File: config.mk
export PLATFORM = sky130hd
export DESIGN_NAME = bitplane_shifter
export DESIGN_NICKNAME = d
export VERILOG_FILES = /design/src/rtl/bitplane_shifter.sv
export SDC_FILE = /design/constraint.sdc
export NUM_CORES = 1
export LEC_CHECK = 0
export CELL_PAD_IN_SITES_DETAIL_PLACEMENT = 2
export CELL_PAD_IN_SITES_GLOBAL_PLACEMENT = 2
export CORE_ASPECT_RATIO = 0.5
export CORE_MARGIN = 4
export CORE_UTILIZATION = 34
export DETAILED_ROUTE_END_ITERATION = 6
export PLACE_DENSITY_LB_ADDON = 0.1
export RECOVER_POWER = 100
export SLEW_MARGIN = 20
export SYNTH_ARGS = -nofsm -noshare
export SYNTH_HDL_FRONTEND = slang
export SYNTH_SLANG_ARGS = --single-unit
File: constraint.sdc
create_clock -name clk -period 1.9 [get_ports clk]
set_input_delay 0.38 -clock clk [delete_from_list [all_inputs] [get_ports clk]]
set_output_delay 0.38 -clock clk [all_outputs]
set_load 0.1 [all_outputs]
File: src/rtl/bitplane_shifter.sv
module bitplane_shifter #(
  parameter int WORD_W = 16
) (
  input  logic              clk,
  input  logic              rst,
  input  logic              disp_en,
  input  logic              load,
  input  logic [WORD_W-1:0] word_in,
  input  logic [1:0]        res_mode,
  output logic              pix_valid,
  output logic [3:0]        pix_bits,
  output logic [3:0]        pix_mask
);

  localparam int GROUP_W = 4 * WORD_W;
  localparam int REM_W   = $clog2(GROUP_W) + 1;
  localparam int MSB     = WORD_W - 1;

  logic [3:0][WORD_W-1:0] ir, sr, src, nxt;
  logic [3:0]             taps, fill;
  logic [1:0]             wcnt, div;
  logic                   full, disp_q;
  logic [REM_W-1:0]       remain;

  wire is_low    = (res_mode == 2'b00);
  wire is_med    = (res_mode == 2'b01);
  wire is_high   = res_mode[1];
  wire step      = is_high | (is_med & div[0]) | (is_low & (&div));
  wire drained   = (remain == '0);
  wire transfer  = step & drained & full;
  wire shifting  = step & ~drained;
  wire disp_fall = disp_q & ~disp_en;

  wire [REM_W-1:0] first_rem = is_low ? REM_W'(WORD_W - 1) :
                               is_med ? REM_W'(2 * WORD_W - 1) :
                                        REM_W'(GROUP_W - 1);
  wire [3:0] mask_now = is_low ? 4'b1111 : (is_med ? 4'b0011 : 4'b0001);

  assign src = transfer ? ir : sr;

  always_comb begin
    fill = '0;
    if (is_med) begin
      fill[0] = src[2][MSB];
      fill[1] = src[3][MSB];
    end else if (is_high) begin
      fill[0] = src[1][MSB];
      fill[1] = src[2][MSB];
      fill[2] = src[3][MSB];
    end
  end

  for (genvar i = 0; i < 4; i++) begin : g_lane
    assign taps[i] = src[i][MSB];
    assign nxt[i]  = {src[i][MSB-1:0], fill[i]};
  end

  always_ff @(posedge clk) begin
    if (rst) begin
      ir        <= '0;
      sr        <= '0;
      wcnt      <= '0;
      div       <= '0;
      full      <= 1'b0;
      disp_q    <= 1'b0;
      remain    <= '0;
      pix_valid <= 1'b0;
      pix_bits  <= '0;
      pix_mask  <= '0;
    end else begin
      div    <= div + 2'd1;
      disp_q <= disp_en;

      if (disp_fall) begin
        wcnt <= '0;
      end else if (load) begin
        ir[wcnt] <= word_in;
        wcnt     <= wcnt + 2'd1;
      end

      if (transfer) full <= 1'b0;
      if (load && !disp_fall && wcnt == 2'd3) full <= 1'b1;

      if (transfer || shifting) begin
        sr        <= nxt;
        pix_bits  <= taps;
        pix_mask  <= mask_now;
        pix_valid <= 1'b1;
        remain    <= transfer ? first_rem : remain - REM_W'(1);
      end else begin
        pix_valid <= 1'b0;
      end
    end
  end

  p_group_complete_r2: assert property (@(posedge clk) disable iff (rst)
    (load && wcnt == 2'd3 && !disp_fall) |=> full);

  p_transfer_emits_r3: assert property (@(posedge clk) disable iff (rst)
    ($fell(full) && !$past(rst)) |-> pix_valid);

  p_low_rate_r5: assert property (@(posedge clk) disable iff (rst)
    (pix_valid && res_mode == 2'b00 && $past(res_mode) == 2'b00) |=> !pix_valid);

  p_med_rate_r5: assert property (@(posedge clk) disable iff (rst)
    (pix_valid && res_mode == 2'b01 && $past(res_mode) == 2'b01) |=> !pix_valid);

  p_disp_restart_r9: assert property (@(posedge clk) disable iff (rst)
    ($past(disp_en) && !disp_en) |=> (wcnt == 2'd0));

  always_comb begin
    if (pix_valid)
      p_mask_legal_r6: assert (pix_mask == 4'b1111 || pix_mask == 4'b0011 || pix_mask == 4'b0001);
  end

endmodule

==> metrics, run 1 <==
Yosys cell types=43; Avg Vias per Cell=5.386; GP Congestion=around 0.76; initial core utilization=a little over a third; Tmin final=between 2 and 2.5 ns; Synth Net Count=about 650; post-layout util=44.92%; Crit Reg-Reg Startpoint=remain[1]$_SDFFE_PP0P_; synthesized cell area=5779 µm²; Seq/Total Area, Yosys=about half; Sequential Area=between 2000 and 3000 µm²; IO Pins=31; clock-pin slew on the worst setup and hold paths=0.07 ns; count leader, synth=dfxtp_1; fin worst setup slack=-0.1297 ns; worst r2r dst=sr[24]$_SDFFE_PP0P_; IO Port Bufs=30; height of the die=between 100 and 150 µm; CP required=2.26 ns; vias in the first global route=5294; fin crit share=106.8%; setup_tns=-6.080 ns; Clock Sinks=148; prevailing post-synth register cell=dfxtp_1; reg-to-reg setup timing slack=-0.13 ns; Placed Area=6673 µm²; Multi-input gate area=between 2000 and 3000 µm²; cell taking the most area after synthesis=dfxtp_1; first-pass GRT wire length=29910 µm; #FFs+latches synth=148; synth top area cells=dfxtp_1 (51%), a221o_1 (11%), nand2_1 (8.6%), and2_1 (6.6%), a21oi_1 (6.2%); hold_buf cts=0; initial drt markers=191; CP Class=reg2reg; clock insertion delay at the later pin of the skew report=roughly 0.42 ns; # DRC=0; number of antenna violations at the first check in global routing=0; share of layout cells above drive strength 1=17.45%; failing checks=negative setup slack; max incr delay on CP=0.39 ns; Slew Limit Fails=0; worst path cell trace=inv_2, ha_4, or3b_4, or3_4, a21oi_4, buf_12, buf_12, a221o_1; Worst path slowest cell=or3b_4; Longest Clk Path Bufs=2; Routed Antenna Nets=0; H-tree depth=4; outcome=finished with violations; Post-Layout Inst Area=7418 µm²; crit end category=flip-flop; list of most frequent post-synthesis cells=dfxtp_1 (148), nand2_1 (133), a21oi_1 (72); CP max FO=15; unrepaired setup endpoints after global routing=yes; diode count=0; Gate Count Post-Synth=624; wire per inst=approximately 21 µm; Worst Hold End=pix_mask[1]$_SDFFE_PP0P_; Min-Delay Startpoint=rst; endpoints failing setup=64; Die Area=19270 µm²; CTS root buffer=clkbuf_16; crit start category=flip-flop; Avg Cell Area, Syn=9.262 µm²; core area=16520 µm²; TritonCTS buffer count=17; Die X=192.4 µm; Post-synth EDFFs=0; Setup Skew=around 0.012 ns; grt total ovfl=0; area delta synth->final=28.36%; nets@finish=715; vias post-DR=4987; actual slew at the worst max-slew pin=about 0.97 ns; pre-CTS setup slack=-0.4030 ns; synth warn=0; pin count of the biggest net entering global routing=75; Max Cap Violations=0; cell mode on critical path=buf_12; number of fillers in the final layout=1744; fmax=492.7 MHz; Worst IR Drop VDD=0.7368 mV; pwr dens=1259 nW/µm²; min-delay worst type=in2reg; cell count of the worst hold path=2; post-synth top area share=between 50% and 60%; Max-slew headroom=35.50%; Pre-antenna DRT Iters=4; R2R cell count=8; WL final=19820 µm; Detail Placement HPWL=11650 µm; row count=33; CTS tree=built; GRT Overall Usage=20.03%; ys async rst share=0%; crit path DAT=2.39 ns; Hold Vio Cnt, Final=0; total power=about 9.3 mW; leak pwr=~2.8 nW
worst max path at each step:
| stage | start | to |
|---|---|---|
| global placement | res_mode[0] | sr[62]$_SDFFE_PP0P_ |
| detailed placement | res_mode[0] | sr[60]$_SDFFE_PP0P_ |
| CTS | remain[1]$_SDFFE_PP0P_ | sr[60]$_SDFFE_PP0P_ |
| global route | remain[1]$_SDFFE_PP0P_ | sr[52]$_SDFFE_PP0P_ |
| floorplan | remain[1]$_SDFFE_PP0P_ | pix_bits[0]$_SDFFE_PP0P_ |
| finish | remain[1]$_SDFFE_PP0P_ | sr[24]$_SDFFE_PP0P_ |
per-layer routing:
metal | GRT usage [%] | up-vias | wire (µm)
li1 | - | 2353 | -
met5 | 0 | - | 0
met3 | 3.405 | 21 | 505
met2 | 34.94 | 67 | 9537
met4 | 4.710 | 0 | 219
met1 | 26.15 | 2546 | 9556
sequential cells by signal, summed over array words and instances, names as in the netlist:
name       cells
full           1
remain         7
div            2
wcnt           2
ir            64
pix_mask       3
disp_q         1
pix_bits       4
pix_valid      1
sr            63
placed cells by master, fill, tap and decap left out, types with 4 or more instances in the layout:
| cell | count |
|---|---|
| buf_4 | 33 |
| a311oi_1 | 4 |
| nand3_1 | 9 |
| nor3_1 | 8 |
| buf_12 | 10 |
| clkinv_4 | 5 |
| nor2_1 | 5 |
| a221o_1 | 61 |
| nand2_1 | 133 |
| and2_1 | 62 |
| o21ai_0 | 15 |
| inv_6 | 5 |
| dfxtp_1 | 146 |
| buf_6 | 5 |
| a31oi_1 | 6 |
| and3_1 | 5 |
| a21oi_1 | 72 |
| inv_1 | 4 |
| ha_1 | 6 |
| clkbuf_16 | 21 |
| clkdlybuf4s50_1 | 19 |
| clkbuf_2 | 15 |
final cells by class:
type,count,area share (%)
Timing Repair Buffer,91,12.43
Clock inverter,13,1.838
Inverter,6,0.3036
Sequential cell,148,39.97
Clock buffer,19,6.106
Tap cell,227,3.829
Multi-Input combinational cell,422,35.52
per-stage QoR:
step	instances	hold slack, ns
6_report	926	0.2531
4_1_cts	918	0.2255
3_5_place_dp	883	0.4470
5_1_grt	926	0.2503
3_3_place_gp	883	0.4371
2_1_floorplan	624	0.4317
critical path, delay by kind of cell, from the launching register on:
| family | cells | cell delay (ns) |
|---|---|---|
| and+or+nand+nor | 2 | 0.75 |
| buffers and inverters | 3 | 0.38 |
| AOI/OAI and AO/OA | 2 | 0.34 |
| DFF | 1 | 0.32 |
| adders and majority gates | 1 | 0.15 |
cell families (layout without fill, tap and decap cells):
logic type	after synthesis	count (layout)	share of synthesized area, %
multiplexers	3	3	0.5845
AND/OR/NAND/NOR	240	240	19.94
flip-flops	148	148	51.27
adder cells (fa/ha/maj)	7	7	1.515
XOR/XNOR	1	1	0.1516
buffers and inverters	54	129	4.915
AO/OA/AOI/OAI	171	171	21.63
power by group:
part | internal [mW] | switching [mW] | total (mW)
sequential | 3.24 | 0.0796 | 3.32
combinational | 1.00 | 1.60 | 2.61
clock | 1.92 | 1.49 | 3.41
total | 6.16 | 3.18 | 9.34
repair_timing:
action / 4_1_cts / 5_1_grt
gates cloned: 1 / 4
pin swaps: 1 / 4
resized for setup: 11 / 14
setup endpoints to repair: 63 / 71
setup buffers: 2 / 4
(Power assumes the default switching activity.)
==> inputs of run 2 (changes only) <==
--- a/config.mk
+++ b/config.mk
@@ -7,7 +7,7 @@
 export LEC_CHECK = 0
 export CELL_PAD_IN_SITES_DETAIL_PLACEMENT = 2
 export CELL_PAD_IN_SITES_GLOBAL_PLACEMENT = 2
-export CORE_ASPECT_RATIO = 0.5
+export CORE_ASPECT_RATIO = 1.4
 export CORE_MARGIN = 4
 export CORE_UTILIZATION = 34
 export DETAILED_ROUTE_END_ITERATION = 6
==> run 2 against run 1 <==
The flow still finishes with violations (negative setup slack). Wire length fell by 1.5%. Non-clock buffer count decreased by 7. Total power increased by 1.2%. Via count down 0.36%. Hold slack better by 0.052 ns.
==> metrics, run 2 (synthesis gave the netlist of run 1 again) <==
Min-Delay Startpoint=rst; diode count=0; worst setup path start=remain[1]$_SDFFE_PP0P_; row count=between 50 and 60; H-tree depth=4; Hold Vio Cnt, Final=0; leak pwr=2.754 nW; pre-CTS setup slack=-0.3999 ns; unrepaired setup endpoints after global routing=yes; core area=16750 µm²; crit end category=flip-flop; Clock Sinks=roughly 150; reg-to-reg setup timing slack=-0.08 ns; first-pass GRT wire length=just over 30000 µm; fin worst setup slack=-0.08442 ns; GRT Overall Usage=a little over a fifth; setup_tns=-2.485 ns; number of antenna violations at the first check in global routing=0; GP Congestion=0.7600; outcome=finished with violations; Pre-antenna DRT Iters=4; Max Cap Violations=0; CP delay by family, top=simple AND/OR/NAND/NOR gates; vias in the first global route=between 5000 and 6000; CP Class=reg2reg; area delta synth->final=27.32%; initial drt markers=244; Slew Limit Fails=0; Logic pwr share=around a quarter; actual slew at the worst max-slew pin=0.9609 ns; Crit Reg-Reg Startpoint=remain[1]$_SDFFE_PP0P_; post-layout util=43.94%; cell count of the worst hold path=2; pwr dens=1284 nW/µm²; endpoints failing setup=63; max incr delay on CP=between 0.3 and 0.4 ns; Max-slew headroom=between 30% and 40%; sw frac=31.06%; max reg flops=64; Routed Antenna Nets=0; fin crit share=104.4%; fmax=503.9 MHz; Worst IR Drop VDD=0.4766 mV; CTS root buffer=clkbuf_16; failing checks=negative setup slack; CTS tree=built; critical path depth=9; R2R cell count=9; vias post-DR=4969; initial core utilization=34.51%; nets@finish=708; clock network power share=between 30% and 40%; hold_buf cts=0; worst path cell trace=inv_2, ha_4, or3b_4, buf_6, buf_8, nor3_4, buf_6, o21ai_2, a31oi_1; most frequent cells in the layout=dfxtp_1 (146), nand2_1 (133), a21oi_1 (71); Pint=between 6 and 7 mW; TritonCTS buffer count=17; CP max FO=5; # DRC=0; crit start category=flip-flop; IO Pins=31; WL final=19520 µm; Longest Clk Path Bufs=2; crit path DAT=around 2.3 ns; Tmin final=1.984 ns; Die X=118.2 µm; commonest non-fill, non-tap cell in the layout=dfxtp_1; clock-pin slew on the worst setup and hold paths=0.06 ns; IO Port Bufs=30; cell mode on critical path=buf_6; Detail Placement HPWL=12020 µm; CP required=2.22 ns; Regs by FF count=ir (64), sr (63), remain (7); largest register by flop count=ir; Die Area=19180 µm²; share of layout cells above drive strength 1=between 10% and 20%; Post-Layout Inst Area=7358 µm²; wire per inst=21.83 µm; Avg Vias per Cell=~5.6; Worst Hold End=ir[14]$_SDFFE_PP0P_; Placed Area=between 6000 and 7000 µm²; min-delay worst type=in2reg; pin count of the biggest net entering global routing=44; height of the die=162.3 µm; clock insertion delay at the later pin of the skew report=~0.42 ns; Worst path slowest cell=or3b_4; worst r2r dst=sr[0]$_SDFFE_PP0P_; Psw=just under 3 mW; CP Buf/Inv Count=4; sequential power share=35.2%; grt total ovfl=0; Setup Skew=between 0.005 and 0.006 ns
-- run 2: worst max path at each step --
stage                     slack [ns]                        to
final                          -0.08        sr[0]$_SDFFE_PP0P_
after global routing           -0.12        sr[0]$_SDFFE_PP0P_
after detailed placement       -0.40  pix_bits[0]$_SDFFE_PP0P_
after CTS                      -0.05       sr[33]$_SDFFE_PP0P_
after global placement         -0.36       sr[12]$_SDFFE_PP0P_
after floorplan                -0.08  pix_bits[0]$_SDFFE_PP0P_
-- run 2: layout make-up --
type | count | area (µm²)
multi-input cells | 422 | 2656
flip-flops and latches | 148 | 2965
well taps | 203 | 254.0
clock buffers | 23 | 488.0
repair buffers | 84 | 824.5
fillers | 1772 | 9388
clock inverters | 8 | 147.6
inverters | 6 | 22.52
-- run 2: through the flow --
| stage | cells | hold WS, ns | power (mW) |
|---|---|---|---|
| global placement | 855 | 0.4371 | 5.544 |
| floorplan | 624 | 0.4317 | 4.724 |
| finish | 894 | 0.3047 | 9.451 |
| detailed placement | 855 | 0.4463 | 5.621 |
| CTS | 891 | 0.2933 | 9.470 |
| global route | 894 | 0.3093 | 9.826 |
-- run 2: routing by layer --
metal  up-vias  routed length [µm]  global-route usage, %
li1       2326                   -                      -
met1      2552                7766                  22.11
met2        67               11020                  41.40
met3        24                 439                  3.657
met4         0                 295                  6.293
met5         -                   0                      0
-- run 2: power groups by stage --
| stage | combinational [mW] | clock [mW] | sequential [mW] |
|---|---|---|---|
| global route | 2.64 | 3.85 | 3.34 |
| global placement | 2.15 | 0 | 3.39 |
| finish | 2.49 | 3.64 | 3.33 |
| floorplan | 1.10 | 0 | 3.62 |
| detailed placement | 2.22 | 0 | 3.41 |
| CTS | 2.44 | 3.69 | 3.34 |
-- run 2: what timing repair did --
item,4_1_cts,5_1_grt
setup endpoints to repair,70,76
pin swaps,2,7
buffers inserted,2,4
resized for setup,15,23
cloned,3,0
